### src/rtl/bcd_cnt_pkg.sv
// Shared definitions for the BCD counter: the action selected per edge.
package bcd_cnt_pkg;
    // Register action for one clock edge, in priority order.
    typedef enum logic [1:0] {
        ACT_CLEAR = 2'd0,
        ACT_LOAD  = 2'd1,
        ACT_COUNT = 2'd2,
        ACT_HOLD  = 2'd3
    } act_e;
endpackage

### src/rtl/bcd_act_sel.sv
// Picks the register action from the control pins.
// Assumes all controls are synchronous to the counter clock.
module bcd_act_sel
    import bcd_cnt_pkg::*;
(
    input  logic clr_n,
    input  logic load,
    input  logic cin_n,
    output act_e act
);
    // Priority: clear, then load, then count, else hold.
    always_comb begin
        if (!clr_n)      act = ACT_CLEAR;
        else if (load)   act = ACT_LOAD;
        else if (!cin_n) act = ACT_COUNT;
        else             act = ACT_HOLD;
    end
endmodule

### src/rtl/bcd_step.sv
// Next-code function for one counting step in either direction.
// Codes above TOP_CODE are steered back to the legal range.
// Assumes TOP_CODE + 1 < 2**W.
module bcd_step #(
    parameter int W        = 4,
    parameter int TOP_CODE = 9
) (
    input  logic [W-1:0] cur,
    input  logic         up,
    output logic [W-1:0] nxt
);
    localparam logic [W-1:0] TOP_C   = W'(TOP_CODE);
    localparam logic [W-1:0] FIRST_X = W'(TOP_CODE + 1);
    localparam logic [W-1:0] ONE     = W'(1);
    localparam logic [W-1:0] TWO     = W'(2);

    // Up: increment with wrap; illegal even codes step up, odd ones fall to 0.
    // Down: decrement with wrap; the lowest illegal code lands on TOP,
    // the other illegal codes drop by two.
    always_comb begin
        if (up) begin
            if (cur == TOP_C)     nxt = '0;
            else if (cur < TOP_C) nxt = cur + ONE;
            else if (cur[0])      nxt = '0;
            else                  nxt = cur + ONE;
        end else begin
            if (cur == '0)            nxt = TOP_C;
            else if (cur <= TOP_C)    nxt = cur - ONE;
            else if (cur == FIRST_X)  nxt = TOP_C;
            else                      nxt = cur - TWO;
        end
    end
endmodule

### src/rtl/bcd_term.sv
// Active-low terminal-count carry: low when counting is enabled and the
// digit sits at the last code of the current direction.
module bcd_term #(
    parameter int W        = 4,
    parameter int TOP_CODE = 9
) (
    input  logic [W-1:0] cur,
    input  logic         up,
    input  logic         cin_n,
    output logic         cout_n
);
    localparam logic [W-1:0] TOP_C = W'(TOP_CODE);

    logic at_end;

    // Terminal code depends on direction.
    always_comb at_end = up ? (cur == TOP_C) : (cur == '0);

    // Carry only propagates while this digit is itself enabled.
    always_comb cout_n = ~(at_end & ~cin_n);
endmodule

### src/rtl/bcd_updown_counter.sv
// One decimal digit up/down counter with clear, parallel load and
// active-low carry chaining. Clear (clr_n) is the synchronous active-low
// reset; all actions take effect on the rising edge of clk.
module bcd_updown_counter
    import bcd_cnt_pkg::*;
#(
    parameter int DIGIT_W  = 4,
    parameter int TOP_CODE = 9
) (
    input  logic               clk,
    input  logic               clr_n,
    input  logic               load,
    input  logic [DIGIT_W-1:0] jam,
    input  logic               up,
    input  logic               cin_n,
    output logic [DIGIT_W-1:0] q,
    output logic               cout_n
);
    localparam logic [DIGIT_W-1:0] TOP_C = DIGIT_W'(TOP_CODE);

    act_e               act;
    logic [DIGIT_W-1:0] step_val;
    logic [DIGIT_W-1:0] cnt_q;

    bcd_act_sel u_sel (
        .clr_n (clr_n),
        .load  (load),
        .cin_n (cin_n),
        .act   (act)
    );

    bcd_step #(.W(DIGIT_W), .TOP_CODE(TOP_CODE)) u_step (
        .cur (cnt_q),
        .up  (up),
        .nxt (step_val)
    );

    bcd_term #(.W(DIGIT_W), .TOP_CODE(TOP_CODE)) u_term (
        .cur    (cnt_q),
        .up     (up),
        .cin_n  (cin_n),
        .cout_n (cout_n)
    );

    // Digit register: apply the selected action.
    always_ff @(posedge clk) begin
        case (act)
            ACT_CLEAR: cnt_q <= '0;
            ACT_LOAD:  cnt_q <= jam;
            ACT_COUNT: cnt_q <= step_val;
            default:   cnt_q <= cnt_q;
        endcase
    end

    always_comb q = cnt_q;

    // Disabled count keeps the digit.
    p_hold_r1: assert property (@(posedge clk) disable iff (!clr_n)
        (!load && cin_n) |=> $stable(q));

    // A legal digit stays legal while counting or holding.
    p_legal_r2: assert property (@(posedge clk) disable iff (!clr_n)
        (!load && q <= TOP_C) |=> q <= TOP_C);

    // Load wins over count-enable and direction.
    p_load_r5: assert property (@(posedge clk) disable iff (!clr_n)
        load |=> q == $past(jam));

    // Up recovery: even illegal codes step up by one.
    p_rec_even_r6: assert property (@(posedge clk) disable iff (!clr_n)
        (!load && !cin_n && up && q > TOP_C && !q[0]) |=> q == $past(q) + 1'b1);

    // Up recovery: odd illegal codes fall to zero.
    p_rec_odd_r6: assert property (@(posedge clk) disable iff (!clr_n)
        (!load && !cin_n && up && q > TOP_C && q[0]) |=> q == '0);

    // Down recovery always moves toward the legal range.
    p_rec_dn_r7: assert property (@(posedge clk) disable iff (!clr_n)
        (!load && !cin_n && !up && q > TOP_C) |=> q < $past(q));

    // A low carry while counting up predicts the wrap to zero.
    p_carry_wrap_r8: assert property (@(posedge clk) disable iff (!clr_n)
        (!load && up && !cout_n) |=> q == '0);
endmodule

### config.mk
export PLATFORM = sky130hd
export DESIGN_NAME = bcd_updown_counter
export DESIGN_NICKNAME = d
export VERILOG_FILES = /design/src/rtl/bcd_cnt_pkg.sv /design/src/rtl/bcd_act_sel.sv /design/src/rtl/bcd_step.sv /design/src/rtl/bcd_term.sv /design/src/rtl/bcd_updown_counter.sv
export SDC_FILE = /design/constraint.sdc
export NUM_CORES = 1
export LEC_CHECK = 0
export CAP_MARGIN = 10
export CORE_AREA = 2 2 39 41
export CTS_BUF_LIST = sky130_fd_sc_hd__clkbuf_4
export CTS_CLUSTER_SIZE = 12
export DETAILED_ROUTE_END_ITERATION = 10
export DIE_AREA = 0 0 41 43
export DONT_BUFFER_PORTS = 1
export PLACE_DENSITY_LB_ADDON = 0.08
export SYNTH_ARGS = -nofsm -noshare
export SYNTH_HDL_FRONTEND = slang
export SYNTH_SLANG_ARGS = --single-unit
### constraint.sdc
create_clock -name clk -period 2.15 [get_ports clk]
set_clock_uncertainty 0.2 [all_clocks]
set_input_delay 0.43 -clock clk [delete_from_list [all_inputs] [get_ports clk]]
set_output_delay 0.43 -clock clk [all_outputs]
set_load 0.02 [all_outputs]
* Word-level counts from Yosys, hierarchy flattened
Cells that the tools add are included.
Storage, ports and cells: input bits 9, bits in registers 4, output and inout bits 5
Operators by class: $add $sub $neg 3, reduce and logical (&&, ||, !) cells 3, eq/ne operators 4, bitwise logic cells 3, multiplexer cells 12, magnitude comparators 2
Operators by type and width (count):
- 4-bit 2-to-1 mux | 7
- 4-bit case mux with 3 select lines | 1
- 4-bit equality test (second input constant) | 2
- 4-bit by 1-bit adder with 4-bit output (second input constant) | 1
- 4-bit <= comparator (second input constant) | 1
- 4-bit logical NOT | 1
- 4-bit less-than comparator (second input constant) | 1
- 2-bit 2-to-1 mux | 2
- 4-bit by 1-bit subtractor with 4-bit output (second input constant) | 1
- 4-bit by 2-bit subtractor with 4-bit output (second input constant) | 1
- 3-bit nonzero test | 1
- 2-bit by 1-bit equality test with 1-bit output (second input constant) | 1
- 2-bit equality test (second input constant) | 1
- 2-bit logical NOT | 1
- 1-bit 2-to-1 mux | 2
- 1-bit inverter | 2
- 1-bit AND | 1

* Logic depth before layout (Yosys ltp)
Gate-level depths: netlist (run 1).
depth in word-level cells 6, gate-level depth with buffers 8

* Modules after synthesis
From an unflattened synthesis (run 1), not the netlist that was laid out.
Unflattened totals: cell total of the unflattened synthesis 87, area, all modules 689.4 µm²
By module, submodules not included:
- bcd_step | area each 440.4 µm², times used 1, seq. area each 0.0 µm², cells an instance 63
- bcd_updown_counter | area each 214.0 µm², times used 1, seq. area each 120.1 µm², cells an instance 18
- bcd_term | area each 21.3 µm², times used 1, seq. area each 0.0 µm², cells an instance 4
- bcd_act_sel | area each 13.8 µm², times used 1, seq. area each 0.0 µm², cells an instance 2

* Least setup slack after synthesis (run 1)
Ideal clock, no wire load.
path type register -> output, start point register cnt_q[0], in the netlist q[0], end point output port cout_n, buffers on the path 1, arrival time 1.644 ns, cell stages (with the launch flop) 7, setup slack -0.124 ns, path through edfxtp_1 -> inv_1 -> ha_1 -> buf_4 -> nor3b_1 -> a31oi_1 -> or3_1
Between the ends: longest elaborated chain between the ends 4, elaborated cells between the ends (all ways) 5, classes of those cells 1 x eq/ne; 1 x mux; 2 x bitwise; 1 x reduce/logical
RTL lines:
- start, declared | line bcd_updown_counter.sv:23 | logic [DIGIT_W-1:0] cnt_q;
- start signal, assigned | line bcd_updown_counter.sv:49 | ACT_LOAD: cnt_q <= jam;
- start signal, assigned | line bcd_updown_counter.sv:50 | ACT_COUNT: cnt_q <= step_val;
- start signal, assigned | line bcd_updown_counter.sv:51 | default: cnt_q <= cnt_q;
- 4-bit equality test or 4-bit logical NOT (tied branches) | line bcd_term.sv:17 | always_comb at_end = up ? (cur == TOP_C) : (cur == '0);
- 1-bit 2-to-1 mux (*) | line bcd_term.sv:17
- 1-bit AND (*) | line bcd_term.sv:20 | always_comb cout_n = ~(at_end & ~cin_n);
- 1-bit inverter (*) | line bcd_term.sv:20
- end, declared | line bcd_updown_counter.sv:17 | output logic cout_n
Every way passes the cells marked *; elsewhere a longest branch is shown, timed or not.

* Final worst setup path (run 1)
Same ends and word-level chain as after synthesis.

==> metrics.yaml, run 1 <==
clocking:
  cts-buffers-inserted: 3
  clock_tree_from_tritoncts: "built"
  clock_tree.htree_level_count: 1
  cts-root-to-sink-buffers: 2
  worst_skew_pair.late_latency_ns: 0.24
  cts_sinks: 4
  postCtsHoldBufs: 0
  clockRootBuffer: "clkbuf_4"
  worst_setup_hold_path_clk_slew_ns: 0.04
worst_hold_path:
  hold_crit_endpoint: "q[2]"
  worstHoldStart: "jam[2]"
  holdCritPathClass: "in2reg"
  hold_depth: 1
layout:
  design.final.nets: 112
  biggestRegsByFlops: "q x4"
  final_layout_size_suffix_gt1_frac: 0.3000
  finish.utilization: 0.5841
  register_containing_the_most_flip_flops_in_the_final_layout: "q"
  final.fill_count: 135
  post_layout_nonfiller_instances: 106
  postLayoutCellArea_um2: 808.3
  largest_register_ffs: 4
  n_antenna_cell: 0
  area_growth_pct: 14.95
logic_synthesis:
  post_synth_xor_area_fraction: 0.01246
  synthDominantAreaCellType: "ha_1"
  netlist_instances: 83
  synth-seq-area-share: 0.1708
  post_synth_num_cell_types: 34
  yosys-top-cells-area: "ha_1 (20%), edfxtp_1 (17%), a21oi_1 (5.7%)"
  synth_area_per_cell_um2: 8.472
  proportion_of_synthesized_area_in_mux_cells: 0.01423
  synth_simple_gate_area_share: 0.1673
  yosys.area.top_type_share: 0.1957
  syn-num-nets: 103
  synth-compound-area-share: 0.3381
  netlist_area_um2: 703.2
  yosys_register_bits: 4
  synth_top_family_by_area: "compound AO/OA/AOI/OAI gates"
  synth_warnings: 0
  synthAdderAreaFrac: 0.1957
sta:
  setup_repair_after_global_routing_missed_its_margin: "true"
  finalMaxSlewViolations: 0
  timing.fmax_mhz: 474.2
  fin_crit_sh: 0.9808
  final_hold_viol_count: 0
  final_critical_path_setup_slack_ns: 0.04122
  maxSlewHeadroom: 0.7771
  final.min_clock_period_ns: 2.109
  worst_slew_pin_slew_ns: 0.3313
  setup_viol: 0
power:
  clkPwrFrac: 0.233
  pwr-share-seq: 0.238
  p_leak_nw: 0.3268
  power.net_switching_w: 0.0001685
  vdd_ir_drop_max_uv: 340.0
  power.share.combinational: 0.529
  sw_frac_of_total: 0.3986
  p_per_area_nw_per_um2: 523.1
  power.internal_w: 0.0002543
worst_setup_path:
  worst_setup_path_start_kind: "register"
  crit_fanout: 4
  critical_path.reg2reg.endpoint: "q[0]"
  timing.setup.critical_path_class: "reg2out"
  r2r-start: "q[0]"
  worstPathRequired_ns: 1.52
  worst-r2r-setup-slack_ns: 0.07
  critical_path_arrival_ns: 1.48
  crit_start: "q[0]"
  timing.reg2reg.worst_path_depth: 7
  endpoint_kind: "primary output"
floorplan:
  area_of_the_core_um2: 1384
  floorplan.die.width_um: 41
  fp.dieArea_um2: 1763
  floorplan.die.height_um: 43
  placementRows: 14
  io_pins: 14
  initial_utilization: 0.5081
global_route:
  grtUsageTotal: 0.2305
  grt_pass1_wl_mm: 2.732
  globalRouteOverflowTotal: 0
  antenna_found_initial: 0
  first_global_vias: 580
  largest_net_degree_at_the_start_of_global_routing: 11
place:
  routability_cong: 0.7811
  setup_slack_placement_ns: 0.1727
  post-place-cells: 101
  dp_hpwl_mm: 1.340
  dpl-instance-area_um2: 752.0
  port-buffer-count: 0
route:
  drt-initial-drc-count: 21
  detail_route.wl_per_cell_um: 15.82
  wl_mm: 1.677
  drt_drc_violations_left: 0
  drtPass1Iterations: 5
  final_antenna_net_count: 0
  detail_route.vias_per_cell: 6.179
  via_count: 655
status:
  status: "finished clean"
job:
  max_cap_viol_count: 0
==> worst max-delay path: stages, from the launching register on <==
cell      delay (ns)
edfxtp_1        0.40
inv_2           0.12
ha_4            0.15
nor3b_2         0.14
a31oi_1         0.05
or3_4           0.37
==> power by group through the flow <==
stage | registers, W | logic, W | clock network [W]
after floorplan | 0.000113 | 0.000155 | 0
after detailed placement | 0.000103 | 0.000208 | 0
after global routing | 0.000102 | 0.000245 | 0.000107
final | 0.000101 | 0.000223 | 0.0000985
after CTS | 0.000101 | 0.000221 | 0.000101
after global placement | 0.000103 | 0.000207 | 0
==> logic make-up after synthesis <==
family          after synthesis
buf+inv                      14
flops                         4
fa+ha+maj                    11
mux                           1
xor+xnor                      1
simple gates                 21
compound gates               31
==> per-stage QoR <==
stage | hold WS, ns | setup TNS, ns | power (W)
floorplan | 0.4472 | -0.01701 | 0.0002689
global placement | 0.4673 | 0 | 0.0003097
detailed placement | 0.4892 | 0 | 0.0003104
CTS | 0.2399 | 0 | 0.0004221
global route | 0.2476 | -0.04788 | 0.0004546
finish | 0.2405 | 0 | 0.0004228
==> final cells by class <==
cell class | count | area (um2) | area share
Clock buffer | 3 | 22.52 | 0.02786
Inverter | 8 | 30.03 | 0.03715
Multi-Input combinational cell | 65 | 540.5 | 0.6687
Sequential cell | 4 | 120.1 | 0.1486
Tap cell | 16 | 20.02 | 0.02477
Timing Repair Buffer | 10 | 75.07 | 0.09288
==> cells in the mapped netlist <==
library cell  count
a41oi_1           1
nor4_1            1
ha_1             11
buf_6             1
nor2b_1           3
a22oi_1           1
xnor2_1           1
a31oi_1           1
a32o_2            1
nand4b_1          1
or3_1             1
nor3b_1           1
nand2b_4          1
a221oi_2          2
o221ai_1          1
a32o_1            1
a221oi_1          1
edfxtp_1          4
nor2_1            3
mux2i_1           1
buf_4             2
o21bai_4          1
o21ai_0           6
o21ai_2           3
nand2_1           5
o31a_1            1
buf_2             3
nand2b_1          1
a21oi_1           8
nand3_1           4
inv_1             8
o31ai_1           1
o21a_1            1
a21boi_1          1
==> layout by cell type (no fill, tap or decap), drive strengths merged, types with 2 or more instances in the layout <==
cell type,n
clkbuf,3
nor2b,3
nand3,4
nor2,3
buf,10
o21ai,9
inv,8
a21oi,8
a221oi,3
a32o,2
nand2,5
edfxtp,4
ha,11
nand2b,2
==> worst max-delay path by stage <==
stage | to | slack (ns) | depth (start not counted)
floorplan | cout_n | -0.02 | 6
global placement | q[3] | 0.19 | 6
detailed placement | q[1] | 0.17 | 6
CTS | cout_n | 0.04 | 5
global route | cout_n | -0.05 | 5
finish | cout_n | 0.04 | 5
==> what timing repair did <==
action	4_1_cts	5_1_grt
resized for setup	2	1
gates cloned	0	0
pin swaps	0	1
setup endpoints to repair	1	2
setup buffers	2	0
==> layer usage <==
metal	vias up	share of wire	track usage	routed length (um)
met2	32	0.52	0.3625	868
met1	302	0.38	0.3191	643
met3	2	0.081	0.01571	135
li1	319	-	-	-
met4	0	0.017	0.08000	29
met5	-	0	0	0
Power figures use the tool's default switching activity.
==> run 2: changes to the inputs <==
==> constraint.sdc (replaced) <==
create_clock -name clk -period 2.15 [get_ports clk]
set_clock_uncertainty 0.2 [all_clocks]
set_input_delay 0.3225 -clock clk [delete_from_list [all_inputs] [get_ports clk]]
set_output_delay 0.3225 -clock clk [all_outputs]
set_load 0.02 [all_outputs]
==> run 2 against run 1 <==
Against the previous run: global-route usage shrank 1.1 points; combinational power grew 2%; power grew 0.77%; clock power shrank 5.6%; wire length grew 4.3%; largest power group unchanged.
==> metrics.yaml, run 2 (synthesis results as in run 1) <==
power:
  p_per_area_nw_per_um2: 513.6  # -1.8%
  p_leak_nw: 0.3349  # +2.5%
  vdd_ir_drop_max_uv: 314.9  # -7.4%
worst_setup_path:
  timing.reg2reg.worst_path_depth: 7  # unchanged
  critical_path_arrival_ns: 1.57  # +0.09 ns
  timing.critical_path.max_delay_family: "flip-flops"
  worstPathRequired_ns: 1.63  # +0.11 ns
  critical_path_cell_with_the_highest_stage_delay: "edfxtp_1"
  logic_depth_of_the_worst_setup_path_including_buffers: 5  # unchanged
  worst_setup_path_start_kind: "register"
  timing.setup.critical_path_class: "reg2out"
  endpoint_kind: "primary output"
  endpoint: "cout_n"
  timing.critical_path.slowest_cell_delay_ns: 0.41  # about the same
  worst-path-buf-inv: 2  # +1
  cp_cell_sequence: "inv_2 -> buf_4 -> ha_4 -> a31oi_1 -> or3_4"
  crit_fanout: 10  # +6
  crit_start: "q[1]"
  critical_path.reg2reg.endpoint: "q[2]"
  r2r-start: "q[1]"
  worst-r2r-setup-slack_ns: 0.12  # +0.05 ns
worst_hold_path:
  hold_depth: 2  # +1
  holdCritPathClass: "in2reg"
route:
  via_count: 655  # unchanged
  final_antenna_net_count: 0  # unchanged
  detail_route.vias_per_cell: 6.065  # -1.9%
  drt-initial-drc-count: 18  # -14%
  drtPass1Iterations: 4  # -1
  drt_drc_violations_left: 0  # unchanged
  detail_route.wl_per_cell_um: 16.19  # +2.4%
  wl_mm: 1.749  # +4.3%
sta:
  fin_hold_ws_ns: 0.1323  # -0.1083 ns
  maxSlewHeadroom: 0.6847  # -0.09246
  finalMaxSlewViolations: 0  # unchanged
  worst_slew_pin_slew_ns: 0.4730  # +0.1417 ns
  fin_crit_sh: 0.9740  # -0.006877
  setup_repair_after_global_routing_missed_its_margin: "false"
  timing.setup.tns_ns: 0  # unchanged
  timing.fmax_mhz: 477.6  # +0.71%
  final_hold_viol_count: 0  # unchanged
  setup_viol: 0  # unchanged
  final.min_clock_period_ns: 2.094  # -0.01479 ns
layout:
  design.final.nets: 114  # +1.8%
  biggestRegsByFlops: "q x4"
  layout.cells.most_common: "buf_4"
  largest_register_ffs: 4  # unchanged
  area_growth_pct: 17.97
  n_antenna_cell: 0  # unchanged
  final_cell_mix: "buf_4 (12), ha_1 (9), a21oi_1 (8)"
  final_layout_size_suffix_gt1_frac: 0.3152  # +0.01522
  register_containing_the_most_flip_flops_in_the_final_layout: "q"
clocking:
  cts-root-to-sink-buffers: 2  # unchanged
  cts_sinks: 4  # unchanged
  worst_skew_pair.late_latency_ns: 0.23  # about the same
  clock_tree.htree_level_count: 1  # unchanged
  clockRootBuffer: "clkbuf_4"
  worst_setup_hold_path_clk_slew_ns: 0.04  # about the same
  cts-buffers-inserted: 3  # unchanged
  clock_tree_from_tritoncts: "built"
floorplan:
  fp.dieArea_um2: 1763  # unchanged
  initial_utilization: 0.5081  # unchanged
  floorplan.die.height_um: 43  # unchanged
  area_of_the_core_um2: 1384  # unchanged
  placementRows: 14  # unchanged
  floorplan.die.width_um: 41  # unchanged
  io_pins: 14  # unchanged
global_route:
  first_global_vias: 621  # +7.1%
  grtUsageTotal: 0.2193  # -0.01122
  antenna_found_initial: 0  # unchanged
  globalRouteOverflowTotal: 0  # unchanged
  largest_net_degree_at_the_start_of_global_routing: 15  # +4
  grt_pass1_wl_mm: 2.670  # -2.3%
place:
  port-buffer-count: 0  # unchanged
  routability_cong: 0.7631  # -2.3%
  dp_hpwl_mm: 1.372  # +2.3%
status:
  status: "finished clean"
job:
  max_cap_viol_count: 0  # unchanged
run 2: cell types whose count changed in the layout (fill, tap and decap cells not counted):
cell | before | now
buf_4 | 10 | 12
a221oi_1 | 0 | 1
a221oi_2 | 3 | 2
ha_1 | 10 | 9
ha_4 | 1 | 2
run 2: cell type report:
type | instances | area (um2)
inverter | 8 | 30.03
fill | 128 | 554.3
clock buffer | 3 | 22.52
timing repair buffer | 12 | 90.09
tap | 16 | 20.02
multi-input combinational | 65 | 546.8
sequential | 4 | 120.1
run 2: how the worst min path moves through the flow:
stage,start,endpoint,slack [ns]
after floorplan,jam[0],q[0],0.34
after global placement,jam[0],q[0],0.37
after detailed placement,jam[2],q[2],0.37
after CTS,jam[0],q[0],0.13
after global routing,jam[2],q[2],0.13
final,jam[0],q[0],0.13
run 2: stage by stage:
stage | utilization | setup slack (ns) | total power, W | cell area, um2 | std cells
2_1_floorplan | - | 0.01644 | 0.0002633 | 703.2 | 83
3_3_place_gp | 0.5307 | 0.1066 | 0.0003036 | 734.5 | 100
3_5_place_dp | 0.5307 | 0.09058 | 0.0003052 | 734.5 | 100
4_1_cts | 0.5796 | 0.03428 | 0.0004195 | 802.0 | 105
5_1_grt | 0.5995 | 0.002096 | 0.0004515 | 829.5 | 108
6_report | 0.5995 | 0.05601 | 0.0004260 | 829.5 | 108
run 2: power by group:
group          leakage [nW]  switching [W]  total (W)  internal [W]
clock network        0.0138      0.0000306  0.0000930     0.0000624
registers            0.0467      0.0000110   0.000106     0.0000945
logic                 0.274       0.000124   0.000228      0.000104
total                 0.335       0.000165   0.000426      0.000261
run 2: layer usage:
layer | share of wire | global-route usage
met1 | 0.43 | 0.2880
met5 | 0 | 0
met2 | 0.49 | 0.3469
met4 | 0.0097 | 0.04000
met3 | 0.063 | 0.06283
run 2: timing repair:
action,CTS,global route
hold buffers,0,0
gates resized for setup,5,1
pin swaps,0,0
setup endpoints to repair,1,1
setup buffers,2,3
